<file path="src/rtl/vsel_pkg.sv">
package vsel_pkg;
  typedef enum logic [1:0] {
    POL_PLRU     = 2'd0,
    POL_FIFO     = 2'd1,
    POL_SKIP_MRU = 2'd2
  } policy_e;
endpackage

</file>
<file path="src/rtl/vsel_rst_sync.sv">
module vsel_rst_sync (
  input  logic clk,
  input  logic rst_n,
  output logic rst_sync_n
);
  logic [1:0] stage_q;

  always_ff @(posedge clk or negedge rst_n) begin
    if (!rst_n) stage_q <= '0;
    else        stage_q <= {stage_q[0], 1'b1};
  end

  assign rst_sync_n = stage_q[1];
endmodule

</file>
<file path="src/rtl/vsel_first_free.sv">
module vsel_first_free #(
  parameter int WAYS = 4,
  localparam int WAY_W = $clog2(WAYS)
) (
  input  logic [WAYS-1:0]  valid,
  output logic             any_free,
  output logic [WAY_W-1:0] free_way
);
  always_comb begin
    any_free = 1'b0;
    free_way = '0;
    for (int i = WAYS - 1; i >= 0; i--) begin
      if (!valid[i]) begin
        any_free = 1'b1;
        free_way = WAY_W'(i);
      end
    end
  end
endmodule

</file>
<file path="src/rtl/vsel_plru.sv">
module vsel_plru #(
  parameter int WAYS = 4,
  parameter int SETS = 16,
  localparam int WAY_W = $clog2(WAYS),
  localparam int SET_W = $clog2(SETS),
  localparam int NODES = WAYS - 1
) (
  input  logic             clk,
  input  logic             rst_n,
  input  logic [SET_W-1:0] set,
  output logic [WAY_W-1:0] victim,
  input  logic             touch_en,
  input  logic [WAY_W-1:0] touch_way
);
  logic [NODES-1:0] tree_q [SETS];
  logic [NODES-1:0] tree_cur;
  logic [NODES-1:0] tree_d;

  assign tree_cur = tree_q[set];

  // Walk from the root: each node bit picks the half holding the victim
  always_comb begin
    int idx;
    idx    = 0;
    victim = '0;
    for (int l = 0; l < WAY_W; l++) begin
      victim[WAY_W-1-l] = tree_cur[idx];
      idx = 2 * idx + 1 + int'(tree_cur[idx]);
    end
  end

  // Point every node on the path to the touched way at the other subtree
  always_comb begin
    int node;
    tree_d = tree_cur;
    for (int l = 0; l < WAY_W; l++) begin
      node = (1 << l) - 1 + int'(touch_way >> (WAY_W - l));
      tree_d[node] = ~touch_way[WAY_W-1-l];
    end
  end

  always_ff @(posedge clk or negedge rst_n) begin
    if (!rst_n) begin
      for (int s = 0; s < SETS; s++) tree_q[s] <= '0;
    end else if (touch_en) begin
      tree_q[set] <= tree_d;
    end
  end

  // the way just touched is not the next victim of the same set
  a_r3_points_away: assert property (@(posedge clk) disable iff (!rst_n)
    touch_en |=> (set != $past(set)) || (victim != $past(touch_way)));
endmodule

</file>
<file path="src/rtl/vsel_rr.sv">
module vsel_rr #(
  parameter int WAYS = 4,
  parameter int SETS = 16,
  parameter bit SKIP = 1'b0,
  localparam int WAY_W = $clog2(WAYS),
  localparam int SET_W = $clog2(SETS)
) (
  input  logic             clk,
  input  logic             rst_n,
  input  logic [SET_W-1:0] set,
  output logic [WAY_W-1:0] victim,
  input  logic             touch_en,
  input  logic [WAY_W-1:0] touch_way,
  input  logic             advance
);
  logic [WAY_W-1:0] ptr_q [SETS];
  logic [WAY_W-1:0] mru_q [SETS];
  logic [WAY_W-1:0] ptr_cur;
  logic [WAY_W-1:0] ptr_d;

  assign ptr_cur = ptr_q[set];

  generate
    if (SKIP) begin : g_skip
      assign victim = (ptr_cur == mru_q[set]) ? ptr_cur + WAY_W'(1) : ptr_cur;
      // an eviction never lands on the most recently used way
      a_r7_not_mru: assert property (@(posedge clk) disable iff (!rst_n)
        advance |-> victim != mru_q[set]);
    end else begin : g_plain
      assign victim = ptr_cur;
    end
  endgenerate

  assign ptr_d = victim + WAY_W'(1);

  always_ff @(posedge clk or negedge rst_n) begin
    if (!rst_n) begin
      for (int s = 0; s < SETS; s++) begin
        ptr_q[s] <= '0;
        mru_q[s] <= '0;
      end
    end else begin
      if (advance)  ptr_q[set] <= ptr_d;
      if (touch_en) mru_q[set] <= touch_way;
    end
  end

  // an eviction moves the pointer to the way after the victim
  a_r5_ptr_step: assert property (@(posedge clk) disable iff (!rst_n)
    advance |=> ptr_q[$past(set)] == WAY_W'($past(victim) + WAY_W'(1)));
  // lookups that do not evict leave the pointer alone
  a_r6_ptr_hold: assert property (@(posedge clk) disable iff (!rst_n)
    (touch_en && !advance) |=> ptr_q[$past(set)] == $past(ptr_cur));
  // the touched way becomes the recorded most recent way
  a_r8_mru_record: assert property (@(posedge clk) disable iff (!rst_n)
    touch_en |=> mru_q[$past(set)] == $past(touch_way));
endmodule

</file>
<file path="src/rtl/way_victim_picker.sv">
module way_victim_picker
  import vsel_pkg::*;
#(
  parameter int      WAYS   = 4,
  parameter int      SETS   = 16,
  parameter policy_e POLICY = POL_PLRU,
  localparam int WAY_W = $clog2(WAYS),
  localparam int SET_W = $clog2(SETS)
) (
  input  logic             clk,
  input  logic             rst_n,
  input  logic             lookup_en,
  input  logic [SET_W-1:0] lookup_set,
  input  logic             lookup_hit,
  input  logic [WAY_W-1:0] hit_way,
  input  logic [WAYS-1:0]  way_valid,
  output logic [WAY_W-1:0] victim_way
);
  logic             rst_q_n;
  logic             any_free;
  logic [WAY_W-1:0] free_way;
  logic [WAY_W-1:0] policy_way;
  logic [WAY_W-1:0] touch_way;
  logic             evict;

  vsel_rst_sync i_rst_sync (
    .clk        (clk),
    .rst_n      (rst_n),
    .rst_sync_n (rst_q_n)
  );

  vsel_first_free #(.WAYS(WAYS)) i_first_free (
    .valid    (way_valid),
    .any_free (any_free),
    .free_way (free_way)
  );

  assign victim_way = any_free ? free_way : policy_way;
  assign touch_way  = lookup_hit ? hit_way : victim_way;
  assign evict      = lookup_en && !lookup_hit && !any_free;

  generate
    if (POLICY == POL_PLRU) begin : g_plru
      vsel_plru #(.WAYS(WAYS), .SETS(SETS)) i_plru (
        .clk       (clk),
        .rst_n     (rst_q_n),
        .set       (lookup_set),
        .victim    (policy_way),
        .touch_en  (lookup_en),
        .touch_way (touch_way)
      );
    end else begin : g_rr
      vsel_rr #(.WAYS(WAYS), .SETS(SETS), .SKIP(POLICY == POL_SKIP_MRU)) i_rr (
        .clk       (clk),
        .rst_n     (rst_q_n),
        .set       (lookup_set),
        .victim    (policy_way),
        .touch_en  (lookup_en),
        .touch_way (touch_way),
        .advance   (evict)
      );
    end
  endgenerate

  // a free way is never passed over for an occupied one
  a_r2_free_first: assert property (@(posedge clk) disable iff (!rst_q_n)
    !(&way_valid) |-> !way_valid[victim_way]);
endmodule

</file>
<file path="config.mk">
export PLATFORM = sky130hd
export DESIGN_NAME = way_victim_picker
export DESIGN_NICKNAME = d
export VERILOG_FILES = /design/src/rtl/vsel_pkg.sv /design/src/rtl/vsel_rst_sync.sv /design/src/rtl/vsel_first_free.sv /design/src/rtl/vsel_plru.sv /design/src/rtl/vsel_rr.sv /design/src/rtl/way_victim_picker.sv
export SDC_FILE = /design/constraint.sdc
export NUM_CORES = 1
export LEC_CHECK = 0
export BUFFER_PORTS_ARGS = -buffer_cell sky130_fd_sc_hd__buf_2
export CORE_MARGIN = 8
export CORE_UTILIZATION = 55
export CTS_BUF_LIST = sky130_fd_sc_hd__clkbuf_4 sky130_fd_sc_hd__clkbuf_8 sky130_fd_sc_hd__clkbuf_16
export CTS_CLUSTER_DIAMETER = 50
export DETAILED_ROUTE_END_ITERATION = 10
export GPL_TIMING_DRIVEN = 0
export HOLD_SLACK_MARGIN = 0.05
export PLACE_DENSITY = 0.77
export SYNTH_ARGS = -nofsm -noshare
export SYNTH_HDL_FRONTEND = slang
export SYNTH_HIERARCHICAL = 1
export SYNTH_SLANG_ARGS = --single-unit
</file>
<file path="constraint.sdc">
create_clock -name clk -period 2.2 [get_ports clk]
set_input_delay 0 -clock clk [delete_from_list [all_inputs] [get_ports clk]]
set_output_delay 0 -clock clk [all_outputs]
set_load 0.03 [all_outputs]
</file>
==> results.md, run 1 <==
- Max Buffers Root-to-Sink: 2
- Post-synth top cells: 50 x dfrtp_1, 34 x mux2_2, 23 x nand2_1
- Logic pwr share: 27.1%
- Sum Neg Setup Slack: -18.20 ns
- Fin crit share: 126%
- Clock Latency Late Sink: ~0.30 ns
- Switching power total: 0.700 mW
- HP Class: input port to register
- Vias: about 1700
- Count leader, synth: dfrtp_1
- Clock Power Share: ~22%
- Path depth of the worst reg2reg path: 11
- Reg2reg start: g_plru.i_plru/tree_q[36]
- Cells after Synth: 213
- Outcome: complete, but fails checks
- Async SR Flop Fraction: 100%
- Die H: 84.2 um
- Die footprint: about 7100 sq um
- Crit path top cell by count: mux2_4
- H-tree depth: 2
- Number of max-cap violations: 0
- Crit start category: register
- Worst reg2reg path endpoint: g_plru.i_plru/tree_q[31]
- 1st-iter DRT viols: 180
- Min Clock Period, post-route: 2.78 ns
- Critical Path Max Stage Delay: ~0.47 ns
- Syn_nets: approximately 230
- Initial core utilization: a little under three fifths
- Die width: between 80 and 90 um
- Clock Pin Slew Worst Setup and Hold Paths: around 0.080 ns
- Leading post-synthesis cells by cell area: dfrtp_1 49%, mux2_2 15%, mux2i_1 6.7%
- CTS buffer count: 5
- Worst path buffer plus inverter count: 1
- CP startpoint: g_plru.i_plru/tree_q[36]
- Top_reg_cell synth: dfrtp_1
- Crit path max-delay family: multiplexers
- Final Setup Violations: 44
- IO Count: 16
- Worst-Margin Slew: approximately 0.58 ns
- Part of the power in registers: between 50 and 60%
- Post-synth EDFFs: 0
- Clk root buf: clkbuf_8
- Clk sinks: 50
- Synth cell types: 34
- Failing checks: negative setup slack
- Final worst slack: -0.579 ns
- CP Depth: 11
- Int Pwr: 1.81 mW
- Fillers: 346
- Slowest-stage cell, CP: mux4_2
- Crit Path Category: register to register
- Share of the synthesized area in the top cell type: approximately half
- Initial antenna violation count: 0
- Element type at the critical path end: register
- Yosys top cell by area: dfrtp_1
- Overflow left after global routing: 0
- Rows: 25
- Nets: around 260
- Crit-path max FO: 8
- Multi-input logic area: roughly 1300 sq um
- ANT nets after route: 0
- Largest net degree at the start of global routing: 26
- Fin. max-slew vios: 0
- Routed WL: roughly 5400 um
- Unrepaired setup endpoints after global routing: yes
- Synth-to-Final Area Change: 18.9%
- Inserted Diodes: 0
- Routed WL per cell: about 18 um
- Sw frac: between 20% and 30%
- Worst-path cell chain: mux4_2 -> nor2b_4 -> a211oi_2 -> a21oi_2 -> mux2_4 -> mux2_4 -> inv_4 -> a211oi_2 -> a31o_4 -> o21bai_4 -> mux2_4
- Peak supply drop: 0.444 mV
- Dpl cell area: 2850 sq um
- WP data required: 2.39 ns
- Pleak: between 1 and 1.5 nW
- Post-route cell area: between 3000 and 4000 sq um
- Power Dens Cells: between 800 and 900 nW/um^2
- End point of the critical path: g_plru.i_plru/tree_q[31]
- HPWL Detailed: roughly 3900 um
- Vias in the first global route: roughly 1800
- Register area share after synthesis: roughly half
- Reg area: approximately 1300 sq um
- Via density: between 5 and 6
- First-pass GRT wire length: 8870 um
- RePlAce Congestion: 0.785
- Share of cells above drive strength 1: a little over two fifths
- PortBufs: 14
- GRT Resource Usage Total: approximately 16%
- Core Area: ~4600 sq um
- CTS tree: done
- Flops & latches, synth: 50
- CP Data Arrival Time: about 3.0 ns
- Slew HR: 61.1%
- Endpoints failing hold: 0
- Cell Area, Synth: 2560 sq um
- Worst reg-to-reg setup slack: -0.58 ns
- Drt drc: 0
- Clock Skew: around 0.007 ns
- Fmax: between 300 and 400 MHz
- Detailed Routing Iterations Pass 1: 4
- YS warnings: 6
- Average size of a mapped cell: ~12 sq um
-- logic make-up (layout without fill, tap and decap cells) --
family                 count (synthesis)  in the layout  synth area share [%]
AO/OA/AOI/OAI                         34             34                  9.44
buffers and inverters                 11             42                  3.13
flip-flops                            50             50                  48.9
multiplexers                          58             58                  27.3
other                                  1              1                 0.147
AND/OR/NAND/NOR                       59             59                  11.1
-- placed cells by master (no fill, tap or decap), drive strengths merged, types with 3 or more instances in the layout --
master / n
nor2: 19
a211oi: 3
clkbuf: 10
nand2: 23
mux2: 37
mux2i: 17
or2: 3
nand3: 4
mux4: 4
buf: 27
o21ai: 8
a21oi: 12
nor2b: 3
a22oi: 4
dfrtp: 50
-- worst reg2reg max path: cells and delay by family (launching register included) --
family,cells,cell delay [ns]
multiplexers,4,1.34
AO/OA/AOI/OAI,5,0.73
flip-flops,1,0.38
AND/OR/NAND/NOR,1,0.14
buffers and inverters,1,0.07
-- how the worst min path moves through the flow --
stage / slack (ns) / to / startpoint / depth (start not counted)
finish: 0.17 / g_plru.i_plru/tree_q[24] / lookup_en / 3
global route: 0.18 / g_plru.i_plru/tree_q[24] / lookup_en / 3
CTS: 0.18 / g_plru.i_plru/tree_q[24] / lookup_en / 3
detailed placement: -0.21 / i_rst_sync/stage_q[0] / rst_n / 1
global placement: -0.21 / i_rst_sync/stage_q[0] / rst_n / 1
floorplan: -0.30 / i_rst_sync/stage_q[0] / rst_n / 0
-- stage by stage --
| stage | utilization [%] | power (mW) | hold slack [ns] | setup WS, ns | cells |
|---|---|---|---|---|---|
| CTS | 65.6 | 2.51 | 0.179 | -0.565 | 295 |
| global route | 66.2 | 2.65 | 0.177 | -0.663 | 298 |
| global placement | 61.4 | 1.89 | -0.214 | -0.633 | 281 |
| finish | 66.2 | 2.51 | 0.166 | -0.579 | 298 |
| detailed placement | 62.1 | 1.93 | -0.213 | -0.669 | 282 |
| floorplan | - | 1.77 | -0.296 | -0.513 | 213 |
-- flip-flops by register name, indices dropped and copies added (netlist names) --
register              cells
i_rst_sync/stage_q        2
g_plru.i_plru/tree_q     48
-- power by group through the flow --
| stage | registers, mW | logic (mW) | clock network (mW) |
|---|---|---|---|
| after floorplan | 1.26 | 0.513 | 0 |
| after global placement | 1.29 | 0.599 | 0 |
| after detailed placement | 1.29 | 0.635 | 0 |
| after CTS | 1.28 | 0.661 | 0.568 |
| after global routing | 1.31 | 0.742 | 0.602 |
| final | 1.28 | 0.680 | 0.552 |
-- repair_timing --
item                                    4_1_cts  5_1_grt
endpoints found under the setup margin       49       49
buffers inserted                              3        3
resized for setup                             9        6
hold buffers                                  2        0
cloned                                        0        0
pin swaps                                     0        0
endpoints found under the hold margin         2        0
-- layout make-up --
type,instances,area share (%)
Tap cell,54,2.22
Clock inverter,1,0.164
Multi-Input combinational cell,152,44.2
Buffer,9,3.41
Inverter,2,0.329
Sequential cell,50,41.2
Timing Repair Buffer,23,5.55
Clock buffer,7,2.96
-- routing by layer --
| layer | part of all wire (%) | GRT usage [%] | up-vias | wire length (um) |
|---|---|---|---|---|
| li1 | - | - | 822 | - |
| met1 | 43 | 19.6 | 845 | 2320 |
| met2 | 49 | 25.4 | 56 | 2660 |
| met3 | 6.0 | 4.45 | 10 | 325 |
| met4 | 1.9 | 6.12 | 0 | 102 |
| met5 | 0 | 0 | - | 0 |
No activity file was read; power rests on OpenSTA's default activity.
==> run 2, diff against run 1 <==
==> constraint.sdc (replaced) <==
create_clock -name clk -period 2.2 [get_ports clk]
set_input_delay 0.22 -clock clk [delete_from_list [all_inputs] [get_ports clk]]
set_output_delay 0.22 -clock clk [all_outputs]
set_load 0.03 [all_outputs]
==> results.md, run 2 (synthesized netlist as in run 1, its figures left out) <==
- Slowest-stage cell, CP: mux4_2
- Crit start category: register
- CTS tree: done
- Clock Skew: 0.00770 ns (+0.000620 ns)
- Share of cells above drive strength 1: 44.0% (+0.18 points)
- ANT nets after route: 0 (unchanged)
- Multi-input logic area: 1350 sq um (unchanged)
- Worst-Margin Slew: 0.583 ns (+0.000156 ns)
- Unrepaired setup endpoints after global routing: yes
- Reg2reg start: g_plru.i_plru/tree_q[12]
- Crit-path max FO: 8 (unchanged)
- Crit Path Category: register to register
- Peak supply drop: 0.443 mV (about the same)
- Worst reg-to-reg setup slack: -0.58 ns (about the same)
- Pleak: 1.41 nW (-0.30%)
- Clock Latency Late Sink: 0.31 ns (about the same)
- Die footprint: 7090 sq um (unchanged)
- CP Data Arrival Time: 2.97 ns (about the same)
- Via density: 5.83 (+0.22%)
- Total Power: 2.51 mW (about the same)
- H-tree depth: 2 (unchanged)
- Failing checks: negative setup slack
- Die H: 84.2 um (unchanged)
- Worst-path cell chain: mux4_2 -> a211oi_2 -> a21oi_2 -> mux2_4 -> mux2_4 -> inv_4 -> a211oi_2 -> a31o_4 -> o21bai_4 -> mux2_4
- Vias: 1731 (-0.12%)
- Clk sinks: 50 (unchanged)
- Detailed Routing Iterations Pass 1: 4 (unchanged)
- IO Count: 16 (unchanged)
- Max Buffers Root-to-Sink: 2 (unchanged)
- Slew HR: 61.1% (about the same)
- HP Class: input port to async pin
- Fmax: 359 MHz (-0.18%)
- Routed WL: 5390 um (-0.19%)
- 1st-iter DRT viols: 176 (-2.2%)
- Power Dens Cells: 827 nW/um^2 (+0.32%)
- Largest registers: g_plru.i_plru/tree_q (48), i_rst_sync/stage_q (2)
- CP Depth: 10 (-1)
- Rows: 25 (unchanged)
- Drt drc: 0 (unchanged)
- Most frequent cells in the layout: 49 x dfrtp_1, 23 x nand2_1, 20 x mux2_4
- First-pass GRT wire length: 8830 um (-0.46%)
- Max reg flops: 48 (unchanged)
- Critical Path Max Stage Delay: 0.51 ns (+0.04 ns)
- Crit path top cell by count: mux2_4
- Routed WL per cell: 18.2 um (+0.15%)
- Outcome: complete, but fails checks
- Initial core utilization: 55.6% (unchanged)
- Fin crit share: 127% (+0.22 points)
- WP data required: 2.39 ns (about the same)
- Synth-to-Final Area Change: 18.5%
- Number of max-cap violations: 0 (unchanged)
- End point of the critical path: g_plru.i_plru/tree_q[31]
- Initial antenna violation count: 0 (unchanged)
- Die width: 84.2 um (unchanged)
- Commonest non-fill, non-tap cell in the layout: dfrtp_1
- Fin. max-slew vios: 0 (unchanged)
- HPWL Detailed: 3900 um (unchanged)
- Fillers: 346 (unchanged)
- PortBufs: 14 (unchanged)
- Core Area: 4600 sq um (unchanged)
- Largest net degree at the start of global routing: 26 (unchanged)
- Worst path buffer plus inverter count: 1 (unchanged)
- Crit path max-delay family: multiplexers
- RePlAce Congestion: 0.785 (unchanged)
- GRT Resource Usage Total: 15.8% (-0.061 points)
- Vias in the first global route: 1778 (-0.56%)
- Reg area: 1250 sq um (unchanged)
- Clock Pin Slew Worst Setup and Hold Paths: 0.09 ns (about the same)
- Overflow left after global routing: 0 (unchanged)
- Worst reg2reg path endpoint: g_plru.i_plru/tree_q[31]
- Final Setup Violations: 49 (+11%)
- Path depth of the worst reg2reg path: 10 (-1)
- Sum Neg Setup Slack: -18.68 ns (-0.482 ns)
- CTS buffer count: 5 (unchanged)
- Final worst slack: -0.584 ns (-0.00494 ns)
- Nets: 256 (-0.39%)
- Final core utilization: 66.0% (-0.22 points)
- Biggest register: g_plru.i_plru/tree_q
- Inserted Diodes: 0 (unchanged)
- Element type at the critical path end: register
- Min Clock Period, post-route: 2.78 ns (+0.00494 ns)
- Clk root buf: clkbuf_8
- Endpoints failing hold: 0 (unchanged)
- CP startpoint: g_plru.i_plru/tree_q[12]
==> run 2: changes by cell type in the layout (fill, tap and decap cells not counted), sizes merged <==
cell         delta
dlygate4sd3     -1
==> run 2: report_power, final <==
group | total [mW] | internal (mW) | switching (mW)
logic | 0.679 | 0.394 | 0.285
registers | 1.28 | 1.15 | 0.130
clock network | 0.552 | 0.266 | 0.286
total | 2.51 | 1.81 | 0.701
==> run 2: repair_timing <==
action,CTS,global route
buffers inserted,3,3
hold buffers,1,0
endpoints found under the setup margin,50,50
resized for setup,9,6
hold endpoints to repair,2,0
==> run 2: metrics by stage <==
stage	cells	setup slack, ns	instance area [sq um]	hold slack, ns
global placement	281	-0.815	2830	0.00608
detailed placement	282	-0.876	2850	0.00746
CTS	294	-0.565	3010	0.206
floorplan	213	-0.513	2690	-0.0756
global route	297	-0.663	3030	0.213
finish	297	-0.584	3030	0.213
==> run 2: layout make-up <==
class / count / share of cell area, %
multi-input combinational: 152 / 44.3
sequential: 50 / 41.3
timing repair buffer: 22 / 5.24
buffer: 9 / 3.42
clock buffer: 7 / 2.97
tap: 54 / 2.23
inverter: 2 / 0.330
clock inverter: 1 / 0.165
==> run 2: metal layers <==
metal | up-vias | share of wire (%) | wire length, um | global-route usage, %
li1 | 820 | - | - | -
met1 | 851 | 43 | 2340 | 19.5
met2 | 50 | 49 | 2630 | 25.3
met3 | 10 | 5.9 | 317 | 4.45
met4 | 0 | 1.9 | 102 | 6.12
met5 | - | 0 | 0 | 0
==> run 2: worst min path at each step <==
| stage | start | cells after the start | slack [ns] | end |
|---|---|---|---|---|
| detailed placement | rst_n | 1 | 0.007 | i_rst_sync/stage_q[0] |
| CTS | rst_n | 2 | 0.21 | i_rst_sync/stage_q[1] |
| global placement | rst_n | 1 | 0.006 | i_rst_sync/stage_q[0] |
| global route | rst_n | 2 | 0.21 | i_rst_sync/stage_q[1] |
| floorplan | rst_n | 0 | -0.08 | i_rst_sync/stage_q[0] |
| finish | rst_n | 2 | 0.21 | i_rst_sync/stage_q[1] |
==> run 3, diff against run 2 <==
- CAP_MARGIN: not set -> 20
- clock period: 2.2 -> 3.3 ns (I/O delays scaled with it)
==> results.md, run 3 (synthesized netlist as in run 1, its figures left out) <==
- Reg area: 1250 sq um (unchanged)
- Reg2reg start: g_plru.i_plru/tree_q[42]
- Peak supply drop: 0.406 mV (-8.3%)
- Nets: 252 (-1.6%)
- Synth-to-Final Area Change: 10.9%
- Most frequent cells in the layout: 49 x dfrtp_1, 34 x mux2_2, 23 x nand2_1
- Fin. max-slew vios: 0 (unchanged)
- Number of max-cap violations: 0 (unchanged)
- Die H: 84.2 um (unchanged)
- Clock Latency Late Sink: 0.31 ns (about the same)
- Final worst slack: 0.246 ns (+0.829 ns)
- Min Clock Period, post-route: 3.05 ns (+0.271 ns)
- Logic pwr share: 23.7% (-3.4 points)
- Unrepaired setup endpoints after global routing: no
- Largest net degree at the start of global routing: 32 (+23%)
- Dpl cells: 282 (unchanged)
- Share of cells above drive strength 1: 35.6% (-8.5 points)
- Clock Pin Slew Worst Setup and Hold Paths: 0.09 ns (about the same)
- Detailed Routing Iterations Pass 1: 4 (unchanged)
- RePlAce Congestion: 0.835 (+6.3%)
- Fmax: 327 MHz (-8.9%)
- Initial antenna violation count: 0 (unchanged)
- Biggest register: g_plru.i_plru/tree_q
- PortBufs: 14 (unchanged)
- Layout Cells excl Fill: 293 (-1.3%)
- Commonest non-fill, non-tap cell in the layout: dfrtp_1
- Rows: 25 (unchanged)
- First-pass GRT wire length: 8730 um (-1.2%)
- Sw frac: 28.3% (+0.32 points)
- Pleak: 1.30 nW (-7.3%)
- Power Dens Cells: 563 nW/um^2 (-32%)
- 1st-iter DRT viols: 172 (-2.3%)
- Worst-Margin Slew: 0.542 ns (-0.0413 ns)
- Fin crit share: 92.5% (-34 points)
- Vias in the first global route: 1788 (+0.56%)
- Clock Power Share: 23.2% (+1.2 points)
- Final Setup Violations: 0 (-100%)
- Fillers: 365 (+5.5%)
- Crit Path Category: register to register
- Pre-CTS WS: -0.0386 ns (+0.838 ns)
- WP data required: 3.49 ns (+1.10 ns)
- Part of the power in registers: 53.1% (+2.2 points)
- H-tree depth: 2 (unchanged)
- Int Pwr: 1.15 mW (-37%)
- Switching power total: 0.452 mW (-36%)
- Largest registers: g_plru.i_plru/tree_q (48), i_rst_sync/stage_q (2)
- Clk root buf: clkbuf_8
- CP startpoint: g_plru.i_plru/tree_q[42]
- HP Class: register to async pin
- ANT nets after route: 0 (unchanged)
- Overflow left after global routing: 0 (unchanged)
- CTS tree: done
- Crit start category: register
- Via density: 5.89 (+1.1%)
- Vias: 1727 (-0.23%)
- Multi-input logic area: 1230 sq um (-8.7%)
- Clk sinks: 50 (unchanged)
- CTS buffer count: 5 (unchanged)
- GRT Resource Usage Total: 15.3% (-0.42 points)
- Max reg flops: 48 (unchanged)
- Routed WL: 5340 um (-0.89%)
- HPWL Detailed: 3910 um (+0.21%)
- Drt drc: 0 (unchanged)
- Element type at the critical path end: register
- Routed WL per cell: 18.2 um (+0.46%)
- CP Data Arrival Time: 3.25 ns (+0.28 ns)
- Clock Skew: 0.00607 ns (-0.00163 ns)
- Crit-path max FO: 9 (+1)
- Endpoints failing hold: 0 (unchanged)
- Die width: 84.2 um (unchanged)
- Outcome: complete, no violations
- Core Area: 4600 sq um (unchanged)
- Max Buffers Root-to-Sink: 2 (unchanged)
- IO Count: 16 (unchanged)
- Slew HR: 63.9% (+2.8 points)
- Die footprint: 7090 sq um (unchanged)
- Initial core utilization: 55.6% (unchanged)
- Inserted Diodes: 0 (unchanged)
- PostCTS Resize Cnt: 0 (-9)
-- run 3: metrics by stage --
stage | total power, mW | util [%] | setup TNS, ns | instance area, sq um | hold slack [ns]
global route | 1.68 | 61.7 | 0 | 2840 | 0.235
detailed placement | 1.23 | 59.1 | -0.274 | 2720 | 0.118
CTS | 1.60 | 61.4 | 0 | 2820 | 0.216
finish | 1.60 | 61.7 | 0 | 2840 | 0.199
global placement | 1.20 | 58.6 | 0 | 2700 | 0.115
floorplan | 1.13 | - | 0 | 2560 | 0.0344
-- run 3: power by group through the flow --
| stage | clock network [mW] | logic [mW] | registers [mW] |
|---|---|---|---|
| final | 0.371 | 0.379 | 0.848 |
| after global routing | 0.401 | 0.412 | 0.868 |
| after CTS | 0.381 | 0.376 | 0.848 |
| after detailed placement | 0 | 0.373 | 0.860 |
| after global placement | 0 | 0.351 | 0.854 |
| after floorplan | 0 | 0.292 | 0.835 |
-- run 3: worst max-delay path: stages (launching register included) --
cell	delay [ns]
dfrtp_1	0.39
mux4_1	0.50
nor2b_1	0.16
a211oi_2	0.22
a21oi_2	0.07
mux2_4	0.27
mux2_2	0.27
inv_1	0.14
a211oi_1	0.06
a31o_2	0.34
o21bai_4	0.24
mux2_2	0.28
-- run 3: metal layers --
metal  track usage, %  vias to the layer above  share of wire (%)
met2             24.6                       57                 47
met3             3.19                       10                5.0
met4             7.85                        0                1.9
met5                0                        -                  0
li1                 -                      815                  -
met1             19.0                      845                 46
-- run 3: path summary, 6_finish.rpt --
check                                      endpoint  slack (ns)  cells past startpoint
setup / recovery            g_plru.i_plru/tree_q[1]        0.25                     11
hold / removal             g_plru.i_plru/tree_q[20]        0.20                      0
setup reg to reg            g_plru.i_plru/tree_q[1]        0.25                     11
hold reg to reg            g_plru.i_plru/tree_q[20]        0.20                      0
max in group asynchronous  g_plru.i_plru/tree_q[27]        2.60                      1
min in group clk              i_rst_sync/stage_q[1]        0.36                      0
-- run 3: what timing repair did --
| item | 4_1_cts | 5_1_grt |
|---|---|---|
| endpoints found under the setup margin | 0 | 8 |
| hold buffers | 1 | 0 |
| endpoints found under the hold margin | 2 | 0 |
| setup buffers | 0 | 2 |
-- run 3: layout make-up --
type                            count  area share, %
Inverter                            2          0.265
Tap cell                           54           2.38
Timing Repair Buffer               18           4.06
Sequential cell                    50           44.1
Buffer                              9           2.56
Multi-Input combinational cell    152           43.3
Clock inverter                      1          0.176
Clock buffer                        7           3.17
